==> src/rtl/crs_pkg.sv <==
package crs_pkg;
  typedef enum logic [2:0] {
    ST_IDLE,
    ST_SET,
    ST_WAIT_FALL,
    ST_WAIT_SAV,
    ST_DONE
  } crs_state_e;
endpackage

==> src/rtl/crs_fall_detect.sv <==
module crs_fall_detect (
  input  logic clk_i,
  input  logic rst_ni,
  input  logic level_i,
  output logic fall_o
);
  logic level_q;

  // reset low so no phantom edge right after reset
  always_ff @(posedge clk_i or negedge rst_ni) begin
    if (!rst_ni) level_q <= 1'b0;
    else         level_q <= level_i;
  end

  assign fall_o = level_q & ~level_i;
endmodule

==> src/rtl/crs_budget_timer.sv <==
module crs_budget_timer #(
  parameter int LIMIT = 1920
) (
  input  logic clk_i,
  input  logic rst_ni,
  input  logic clear_i,
  input  logic run_i,
  output logic last_o
);
  localparam int CNT_W = $clog2(LIMIT + 1);
  localparam logic [CNT_W-1:0] LAST = CNT_W'(LIMIT - 1);

  logic [CNT_W-1:0] cnt_q;

  always_ff @(posedge clk_i or negedge rst_ni) begin
    if (!rst_ni)                  cnt_q <= '0;
    else if (clear_i)             cnt_q <= '0;
    else if (run_i && !last_o)    cnt_q <= cnt_q + 1'b1;
  end

  assign last_o = (cnt_q == LAST);

  assert_cnt_bound_R7: assert property (@(posedge clk_i) disable iff (!rst_ni)
    cnt_q <= LAST);

  assert_cnt_step_R7: assert property (@(posedge clk_i) disable iff (!rst_ni)
    (run_i && !last_o && !clear_i) |=> cnt_q == $past(cnt_q) + 1'b1);
endmodule

==> src/rtl/crs_rmw.sv <==
module crs_rmw #(
  parameter int DATA_W = 8,
  parameter int BIT    = 3
) (
  input  logic [DATA_W-1:0] rdata_i,
  input  logic              set_i,
  output logic [DATA_W-1:0] wdata_o
);
  localparam logic [DATA_W-1:0] MASK = DATA_W'(1) << BIT;

  assign wdata_o = set_i ? (rdata_i | MASK) : (rdata_i & ~MASK);
endmodule

==> src/rtl/conv_reset_seq.sv <==
module conv_reset_seq
  import crs_pkg::*;
#(
  parameter int                ADDR_W    = 10,
  parameter int                DATA_W    = 8,
  parameter logic [ADDR_W-1:0] CTRL_ADDR = 10'h05E,
  parameter int                RST_BIT   = 3,
  parameter int                BUDGET    = 1920
) (
  input  logic              clk_i,
  input  logic              rst_ni,
  input  logic              start_i,
  input  logic              hpulse_i,
  input  logic              sav_i,
  input  logic [DATA_W-1:0] reg_rdata_i,
  output logic [ADDR_W-1:0] reg_addr_o,
  output logic [DATA_W-1:0] reg_wdata_o,
  output logic              reg_we_o,
  output logic              done_o,
  output logic              viol_o
);
  localparam logic [DATA_W-1:0] KEEP = ~(DATA_W'(1) << RST_BIT);

  crs_state_e state_q, state_d;
  logic fall, last, release_now, viol_q;

  crs_fall_detect u_fall (
    .clk_i  (clk_i),
    .rst_ni (rst_ni),
    .level_i(hpulse_i),
    .fall_o (fall)
  );

  crs_budget_timer #(.LIMIT(BUDGET)) u_timer (
    .clk_i  (clk_i),
    .rst_ni (rst_ni),
    .clear_i(state_q != ST_WAIT_SAV),
    .run_i  (state_q == ST_WAIT_SAV),
    .last_o (last)
  );

  crs_rmw #(.DATA_W(DATA_W), .BIT(RST_BIT)) u_rmw (
    .rdata_i(reg_rdata_i),
    .set_i  (state_q == ST_SET),
    .wdata_o(reg_wdata_o)
  );

  // release on SAV in the same cycle; forced at the budget end
  assign release_now = (state_q == ST_WAIT_SAV) && (sav_i || last);
  assign reg_we_o    = (state_q == ST_SET) || release_now;
  assign reg_addr_o  = CTRL_ADDR;
  assign done_o      = (state_q == ST_DONE);
  assign viol_o      = viol_q;

  always_comb begin
    state_d = state_q;
    unique case (state_q)
      ST_IDLE:      if (start_i) state_d = ST_SET;
      ST_SET:       state_d = ST_WAIT_FALL;
      ST_WAIT_FALL: if (fall) state_d = ST_WAIT_SAV;
      ST_WAIT_SAV:  if (sav_i) state_d = ST_DONE;
                    else if (last) state_d = ST_IDLE;
      ST_DONE:      state_d = ST_IDLE;
      default:      state_d = ST_IDLE;
    endcase
  end

  always_ff @(posedge clk_i or negedge rst_ni) begin
    if (!rst_ni) begin
      state_q <= ST_IDLE;
      viol_q  <= 1'b0;
    end else begin
      state_q <= state_d;
      if (state_q == ST_WAIT_SAV && last && !sav_i) viol_q <= 1'b1;
    end
  end

  assert_rmw_keep_R3: assert property (@(posedge clk_i) disable iff (!rst_ni)
    reg_we_o |-> ((reg_wdata_o ^ reg_rdata_i) & KEEP) == '0);

  assert_set_gap_R10: assert property (@(posedge clk_i) disable iff (!rst_ni)
    (reg_we_o && reg_wdata_o[RST_BIT]) |=> !reg_we_o);

  assert_done_follows_release_R6: assert property (@(posedge clk_i) disable iff (!rst_ni)
    done_o |-> $past(reg_we_o && !reg_wdata_o[RST_BIT]));

  assert_done_single_R6: assert property (@(posedge clk_i) disable iff (!rst_ni)
    done_o |=> !done_o);

  assert_viol_sticky_R8: assert property (@(posedge clk_i) disable iff (!rst_ni)
    viol_o |=> viol_o);

  assert_viol_cause_R7: assert property (@(posedge clk_i) disable iff (!rst_ni)
    $rose(viol_o) |-> ($past(reg_we_o) && !done_o));
endmodule

==> config.mk <==
export PLATFORM = sky130hd
export DESIGN_NAME = conv_reset_seq
export DESIGN_NICKNAME = d
export VERILOG_FILES = /design/src/rtl/crs_pkg.sv /design/src/rtl/crs_fall_detect.sv /design/src/rtl/crs_budget_timer.sv /design/src/rtl/crs_rmw.sv /design/src/rtl/conv_reset_seq.sv
export SDC_FILE = /design/constraint.sdc
export NUM_CORES = 1
export LEC_CHECK = 0
export ABC_AREA = 1
export BUFFER_PORTS_ARGS = -buffer_cell sky130_fd_sc_hd__buf_2
export CORE_MARGIN = 3
export CORE_UTILIZATION = 52
export CTS_CLUSTER_SIZE = 10
export DETAILED_ROUTE_END_ITERATION = 8
export PLACE_DENSITY_LB_ADDON = 0.15
export SYNTH_ARGS = -nofsm -noshare
export SYNTH_HDL_FRONTEND = slang
export SYNTH_SLANG_ARGS = --single-unit
==> constraint.sdc <==
create_clock -name clk_i -period 2.9 [get_ports clk_i]
set_clock_uncertainty 0.1 [all_clocks]
set_input_delay 0 -clock clk_i [delete_from_list [all_inputs] [get_ports clk_i]]
set_output_delay 0 -clock clk_i [all_outputs]
set_load 0.1 [all_outputs]
==> results.md, run 1 <==
• output port — category of the worst setup path capture point
• 0 — total overflow reported by the global router
• 763 mW/mm^2 — Power Density
• 0.562 — initial core utilization
• 34 — # IOs
• 17 — pin count of the biggest net entering global routing
• 0.985 ns — slew at the pin closest to its max-slew limit
• 128 — Post-Syn Instances
• 0.000835 W — Tot Pwr
• 0.842 — final weighted congestion of routability-driven global placement
• 0 — number of antenna violations at the first check in global routing
• flop to output port — startpoint-to-endpoint class of the critical path
• 2.11 ns — shortest clock period the worst path allows after layout
• 15 — iteration-0 DRC count of the detailed router
• 0 — Setup-failing EPs final
• 0 — yosys synthesis warning count
• u_timer.cnt_q[0] — critical register-to-register path startpoint
• 7.75 sq um — post-synthesis area per instance
• 0 — Remaining DRCs
• 0.173 — Tot GR Track Use
• 0 — buffers inserted by post-CTS timing repair
• 0.799 mV — peak supply drop
• 3.23 mm — global-route wire length before repair
• yes — CTS tree
• 3 — Inserted Clock Buffers
• 0.524 nW — leakage power figure
• 1 — maximum level of the CTS H-tree
• 15 — row count
• 752 — via count of the first global-routing pass
• 0 — Final Hold Viols
• sky130_fd_sc_hd__clkbuf_4 — master cell of the clock root buffer
• 0 ns — setup total negative slack
• 0.136 — share of cells above drive strength 1
• 0 — Max-cap violations
• 1.85 mm — post-detailed-routing wire length
• 0.29 ns — clock latency of the later-clocked register in the worst-skew pair
• 1.26 mm — HPWL reported at the end of detailed placement
• 0 — final count of pins violating max slew
• 2.01 ns — CP Data Arrival Time
• 0.404 — sequential element share of the synthesized area
• 16 — clk sinks
• 11 — Max Fanout on Critical Path
• 0.341 — Max-slew headroom
• 0.729 — share of the clock period used by the worst path after layout
• no — setup repair after global routing missed its margin
• 796 — overall via count from detail_route
• 4 — number of iterations in the first detailed-routing pass
• 10.2% — area added between synthesis and finish
• 2.80 ns — required time worst endpoint
• 4.82 — Vias/cell
• 11.2 um — drt wl/cell
• 156 — Fillers
• 0.00247 sq mm — die area
• 49.7 um — die boundary height
• 0 — Inserted Diodes
• 2 — CTS max path bufs
• 0 — DRT antenna net count
• flop — Critical Path Start Type
• 23 — number of different library cells in the post-synthesis netlist
• complete, no violations — status
• 49.7 um — die width
• 0.473 GHz — Max Fclk
• input pin to asynchronous set/reset pin — Worst Hold Class
• 8 — number of port buffers
• state_q[1] — startpoint of the most critical setup path
• 155 — Net count, final
• 992 sq um — synthesized cell area
• 0.00176 sq mm — Placeable Area
• 0.09 ns — Clock Pin Slew Worst Setup and Hold Paths
• 16 — flip-flop and latch count after synthesis
## what timing repair did
action	in CTS	in global routing
hold buffers	11	0
hold endpoints to repair	27	0
resized for setup	0	0
## report_power, final
part | internal [W] | total (W) | switching, W
Sequential | 0.000252 | 0.000283 | 0.0000307
Clock | 0.0000765 | 0.000148 | 0.0000719
Combinational | 0.0000754 | 0.000404 | 0.000328
## critical path, cell delays in order (launching register included)
cell	delay, ns
sky130_fd_sc_hd__dfrtp_1	0.43
sky130_fd_sc_hd__nand2_1	0.10
sky130_fd_sc_hd__nor2_2	0.40
sky130_fd_sc_hd__inv_2	0.16
sky130_fd_sc_hd__nor2_4	0.12
sky130_fd_sc_hd__nor2_1	0.05
sky130_fd_sc_hd__nand2_1	0.06
sky130_fd_sc_hd__buf_2	0.42
## cell usage after synthesis
cell / n / area [sq um]
sky130_fd_sc_hd__buf_4: 18 / 135
sky130_fd_sc_hd__buf_6: 1 / 11.3
sky130_fd_sc_hd__o211ai_1: 1 / 7.51
sky130_fd_sc_hd__nand3_1: 10 / 50.1
sky130_fd_sc_hd__inv_1: 13 / 48.8
sky130_fd_sc_hd__nor3_1: 5 / 25.0
sky130_fd_sc_hd__nand2_1: 26 / 97.6
sky130_fd_sc_hd__nor2_4: 2 / 22.5
sky130_fd_sc_hd__or2_2: 1 / 6.26
sky130_fd_sc_hd__dfrtp_1: 16 / 400
sky130_fd_sc_hd__a21oi_1: 2 / 10.0
sky130_fd_sc_hd__inv_2: 1 / 3.75
sky130_fd_sc_hd__a31oi_1: 3 / 18.8
sky130_fd_sc_hd__nand4_1: 2 / 12.5
sky130_fd_sc_hd__o21bai_1: 1 / 7.51
sky130_fd_sc_hd__nor2_2: 1 / 6.26
sky130_fd_sc_hd__nor2_1: 13 / 48.8
sky130_fd_sc_hd__ha_1: 1 / 12.5
sky130_fd_sc_hd__xor2_1: 1 / 8.76
sky130_fd_sc_hd__nand3_2: 2 / 20.0
sky130_fd_sc_hd__or2_1: 1 / 6.26
sky130_fd_sc_hd__conb_1: 2 / 7.51
sky130_fd_sc_hd__o21ai_0: 5 / 25.0
## worst paths after layout
check                              endpoint  slack [ns]  cells after the start
min                        u_timer.cnt_q[2]        0.04                      2
max reg2reg                      state_q[0]        1.30                      6
max in group asynchronous  u_timer.cnt_q[0]        2.39                      2
min reg2reg                          viol_o        0.38                      1
max                                reg_we_o        0.79                      7
min in group clk_i           u_fall.level_q        0.27                      2
## registers in the layout, summed over array words and instances, names as in the netlist
signal          count
state_q             3
u_fall.level_q      1
u_timer.cnt_q      11
viol_o              1
## routing by layer
| metal | vias up | wire (um) | track usage |
|---|---|---|---|
| met1 | 359 | 858 | 0.214 |
| met5 | - | 0 | 0 |
| met2 | 28 | 881 | 0.286 |
| li1 | 407 | - | - |
| met4 | 0 | 4 | 0.0415 |
| met3 | 2 | 103 | 0.0634 |
## cell usage in the layout, fill, tap and decap left out, drive strengths merged
| master | Yosys | routed |
|---|---|---|
| o21ai | 5 | 5 |
| xor2 | 1 | 1 |
| buf | 19 | 8 |
| nand4 | 2 | 2 |
| or2 | 2 | 2 |
| nand3 | 12 | 12 |
| nand2 | 26 | 26 |
| inv | 14 | 14 |
| o21bai | 1 | 1 |
| ha | 1 | 1 |
| dfrtp | 16 | 16 |
| nor3 | 5 | 5 |
| nor2 | 16 | 16 |
| o211ai | 1 | 1 |
| a31oi | 3 | 3 |
| dlygate4sd3 | 0 | 11 |
| clkbuf | 0 | 4 |
| conb | 2 | 10 |
| a21oi | 2 | 2 |
## per-stage QoR
step	instance area (sq um)	util	cells	worst slack, ns	hold WS, ns
5_1_grt	1090	0.620	165	0.654	0.0600
2_1_floorplan	1020	-	136	1.01	-0.396
3_3_place_gp	947	0.537	150	1.14	-0.167
4_1_cts	1090	0.620	165	0.787	0.0479
3_5_place_dp	947	0.537	150	1.15	-0.162
6_report	1090	0.620	165	0.785	0.0432
## final cells by class
cell class | instances | area (sq um) | area share
Sequential cell | 16 | 400 | 0.366
Clock buffer | 4 | 36.3 | 0.0332
Tap cell | 25 | 31.3 | 0.0286
Multi-Input combinational cell | 87 | 423 | 0.387
Timing Repair Buffer | 19 | 150 | 0.137
Inverter | 14 | 52.6 | 0.0481
## kinds of logic after synthesis
logic type	Yosys count	share of synthesized area
simple gates	63	0.298
other cells	2	0.00757
buf+inv	33	0.201
xor+xnor	1	0.00883
flops	16	0.404
compound gates	12	0.0694
fa+ha+maj	1	0.0126
(Power assumes the default switching activity.)
==> inputs of run 2 (changes only) <==
--- a/config.mk
+++ b/config.mk
@@ -5,10 +5,10 @@
 export SDC_FILE = /design/constraint.sdc
 export NUM_CORES = 1
 export LEC_CHECK = 0
-export ABC_AREA = 1
+export ABC_AREA = 0
 export BUFFER_PORTS_ARGS = -buffer_cell sky130_fd_sc_hd__buf_2
 export CORE_MARGIN = 3
-export CORE_UTILIZATION = 52
+export CORE_UTILIZATION = 48
 export CTS_CLUSTER_SIZE = 10
 export DETAILED_ROUTE_END_ITERATION = 8
 export PLACE_DENSITY_LB_ADDON = 0.15
==> constraint.sdc (replaced) <==
create_clock -name clk_i -period 2.2 [get_ports clk_i]
set_clock_uncertainty 0.1 [all_clocks]
set_input_delay 0 -clock clk_i [delete_from_list [all_inputs] [get_ports clk_i]]
set_output_delay 0 -clock clk_i [all_outputs]
set_load 0.1 [all_outputs]
==> results.md, run 2 <==
• u_timer.cnt_q — register name with the most flops
• 1.63 mm — post-detailed-routing wire length
• 16 — flip-flop and latch count after synthesis
• 0 — final count of pins violating max slew
• 1.00 — share of async-settable or async-resettable flops after synthesis
• sky130_fd_sc_hd__dfrtp_1 42%, sky130_fd_sc_hd__buf_4 14%, sky130_fd_sc_hd__nor2_1 5.6% — biggest area contributors in the synthesized netlist
• 4 — number of iterations in the first detailed-routing pass
• 0.483 GHz — Max Fclk
• 2.07 ns — shortest clock period the worst path allows after layout
• 0.0278 — XOR/XNOR Fraction of Synth Area
• 1 — maximum level of the CTS H-tree
• 11.6% — area added between synthesis and finish
• 418 sq um — multi-input logic area
• 1.97 ns — CP Data Arrival Time
• 3 — Inserted Clock Buffers
• 0.742 — final weighted congestion of routability-driven global placement
• 17 — pin count of the biggest net entering global routing
• 882 mW/mm^2 — Power Density
• 0 — DRT antenna net count
• 0.00180 sq mm — Placeable Area
• 16 — clk sinks
• 171 — Fillers
• 11 — number of flip-flops in the largest register
• 8 — number of port buffers
• simple AND/OR/NAND/NOR gates — main combinational cell family by area after synthesis
• complete, no violations — status
• 0 — Final Hold Viols
• 0.496 nW — leakage power figure
• 0 ns — setup total negative slack
• 0.317 ns — Post-Place Worst Slack
• 103 — Post-Syn Instances
• yes — CTS tree
• 1.11 mm — HPWL reported at the end of detailed placement
• 18 x sky130_fd_sc_hd__buf_4, 16 x sky130_fd_sc_hd__dfrtp_1, 14 x sky130_fd_sc_hd__nor2_1, 6 x sky130_fd_sc_hd__nand2_1, 5 x sky130_fd_sc_hd__a21oi_1 — most instantiated cells after synthesis
• 0.0106 — mux contribution to synthesized area
• 15 — row count
• flop to output port — startpoint-to-endpoint class of the critical path
• 2.80 mm — global-route wire length before repair
• 0.00254 sq mm — die area
• u_timer.cnt_q[1] — reg-to-reg endpoint
• 0 — Inserted Diodes
• 0.979 ns — slew at the pin closest to its max-slew limit
• 50.4 um — die boundary height
• sky130_fd_sc_hd__dfrtp_1 — dominant cell type by area after synthesis
• 0.29 ns — clock latency of the later-clocked register in the worst-skew pair
• 0 — Setup-failing EPs final
• u_timer.cnt_q[0] — startpoint of the most critical setup path
• 2.10 ns — required time worst endpoint
• 0 — number of antenna violations at the first check in global routing
• 0.147 — Tot GR Track Use
• 0.112 — fraction of the mapped netlist area in compound gates
• 0 — total overflow reported by the global router
• sky130_fd_sc_hd__buf_4 — most used standard cell by instance count after synthesis
• u_timer.cnt_q (11), state_q (3) — registers with the most flip-flops
• 130 — Net count, final
• 0.234 — area fraction in and, or, nand and nor cells after synthesis
• 0.345 — Max-slew headroom
• 0 — yosys synthesis warning count
• 637 — via count of the first global-routing pass
• 0 — Remaining DRCs
• no — setup repair after global routing missed its margin
• 50.4 um — die width
• 0.0132 — Post-Synth Adder-Cell Area
• 0 — number of synthesized flops with an enable pin
• input pin to asynchronous set/reset pin — Worst Hold Class
• 16 x sky130_fd_sc_hd__dfrtp_1, 14 x sky130_fd_sc_hd__nor2_1, 11 x sky130_fd_sc_hd__dlygate4sd3_1 — commonest cells after routing, fill and taps aside
• output port — category of the worst setup path capture point
• 400 sq um — Sequential cell area
• 0.423 — top cell type's share of synthesized area
• 0.0490 ns — Min Hold Slack
• 2 — CTS max path bufs
• 946 sq um — synthesized cell area
• 9.18 sq um — post-synthesis area per instance
• 6 — worst reg-to-reg path cell count
• 32 — number of different library cells in the post-synthesis netlist
• flop — Critical Path Start Type
• 923 sq um — dpl cell area
• 0 — buffers inserted by post-CTS timing repair
• 34 — # IOs
• 0.525 — initial core utilization
• 0.167 — share of cells above drive strength 1
• 0.32 ns — flop-to-flop setup slack
• sky130_fd_sc_hd__clkbuf_4 — master cell of the clock root buffer
• sky130_fd_sc_hd__dfrtp_1 — leading register cell type out of synthesis
• 0.423 — sequential element share of the synthesized area
• 11.7 um — drt wl/cell
• sky130_fd_sc_hd__dfrtp_1 — most common cell after layout, fill and taps aside
• reg_we_o — endpoint of the worst setup timing path
• 0.09 ns — Clock Pin Slew Worst Setup and Hold Paths
• 8 — iteration-0 DRC count of the detailed router
• 0.514 mV — peak supply drop
• 0.941 — share of the clock period used by the worst path after layout
• 5 — Max Fanout on Critical Path
• 690 — overall via count from detail_route
• 0.130 ns — worst path setup slack after routing
• 0 — Max-cap violations
• u_timer.cnt_q[0] — critical register-to-register path startpoint
• 4.96 — Vias/cell
• 0.00106 sq mm — post-route cell area
==> run 2: power by group <==
group	switching, W	internal, W	total (W)
sequential	0.0000394	0.000325	0.000365
combinational	0.000323	0.0000928	0.000415
clock	0.0000876	0.0000637	0.000151
total	0.000450	0.000482	0.000931
==> run 2: worst max-delay path, cell delays in order, from the launching register on <==
cell	delay, ns
sky130_fd_sc_hd__dfrtp_1	0.41
sky130_fd_sc_hd__ha_1	0.24
sky130_fd_sc_hd__nand3_2	0.16
sky130_fd_sc_hd__nor4b_4	0.39
sky130_fd_sc_hd__nor2_1	0.10
sky130_fd_sc_hd__a21oi_2	0.19
sky130_fd_sc_hd__buf_12	0.19
==> run 2: repair_timing <==
item	in CTS	in global routing
hold endpoints to repair	28	0
hold buffers	11	0
resized for setup	0	0
==> run 2: how the worst min path moves through the flow <==
stage / from / to / cells past startpoint
after detailed placement: rst_ni / state_q[1] / 1
after floorplan: rst_ni / state_q[0] / 0
after global placement: rst_ni / state_q[0] / 1
final: rst_ni / state_q[2] / 2
after CTS: rst_ni / u_timer.cnt_q[0] / 2
after global routing: rst_ni / u_timer.cnt_q[0] / 2
==> run 2: per-layer routing <==
metal | global-route usage | vias to the layer above | part of all wire
met5 | 0 | - | 0
met4 | 0.0538 | 0 | 0.013
met3 | 0.0564 | 4 | 0.090
met2 | 0.228 | 30 | 0.45
met1 | 0.185 | 310 | 0.45
li1 | - | 346 | -
==> run 2: cell type report <==
cell class                 count  area share
multi-input combinational     72       0.396
sequential                    16       0.379
timing repair buffer          20       0.164
tap                           25      0.0296
clock buffer                   3      0.0213
inverter                       3      0.0107
==> run 2: stage by stage <==
step,utilization,std cells,total power [W]
final,0.586,139,0.000931
after global routing,0.586,139,0.000994
after CTS,0.586,139,0.000951
after detailed placement,0.513,125,0.000723
after global placement,0.513,125,0.000718
after floorplan,-,111,0.000726
==> run 2: cells by family (layout without fill, tap and decap cells) <==
logic type	Yosys count	after routing
other	2	10
xor gates and xnor gates	3	3
muxes	1	1
buffers and inverters	23	26
adders and majority gates	1	1
AOI/OAI and AO/OA	17	17
DFF	16	16
and+or+nand+nor	40	40
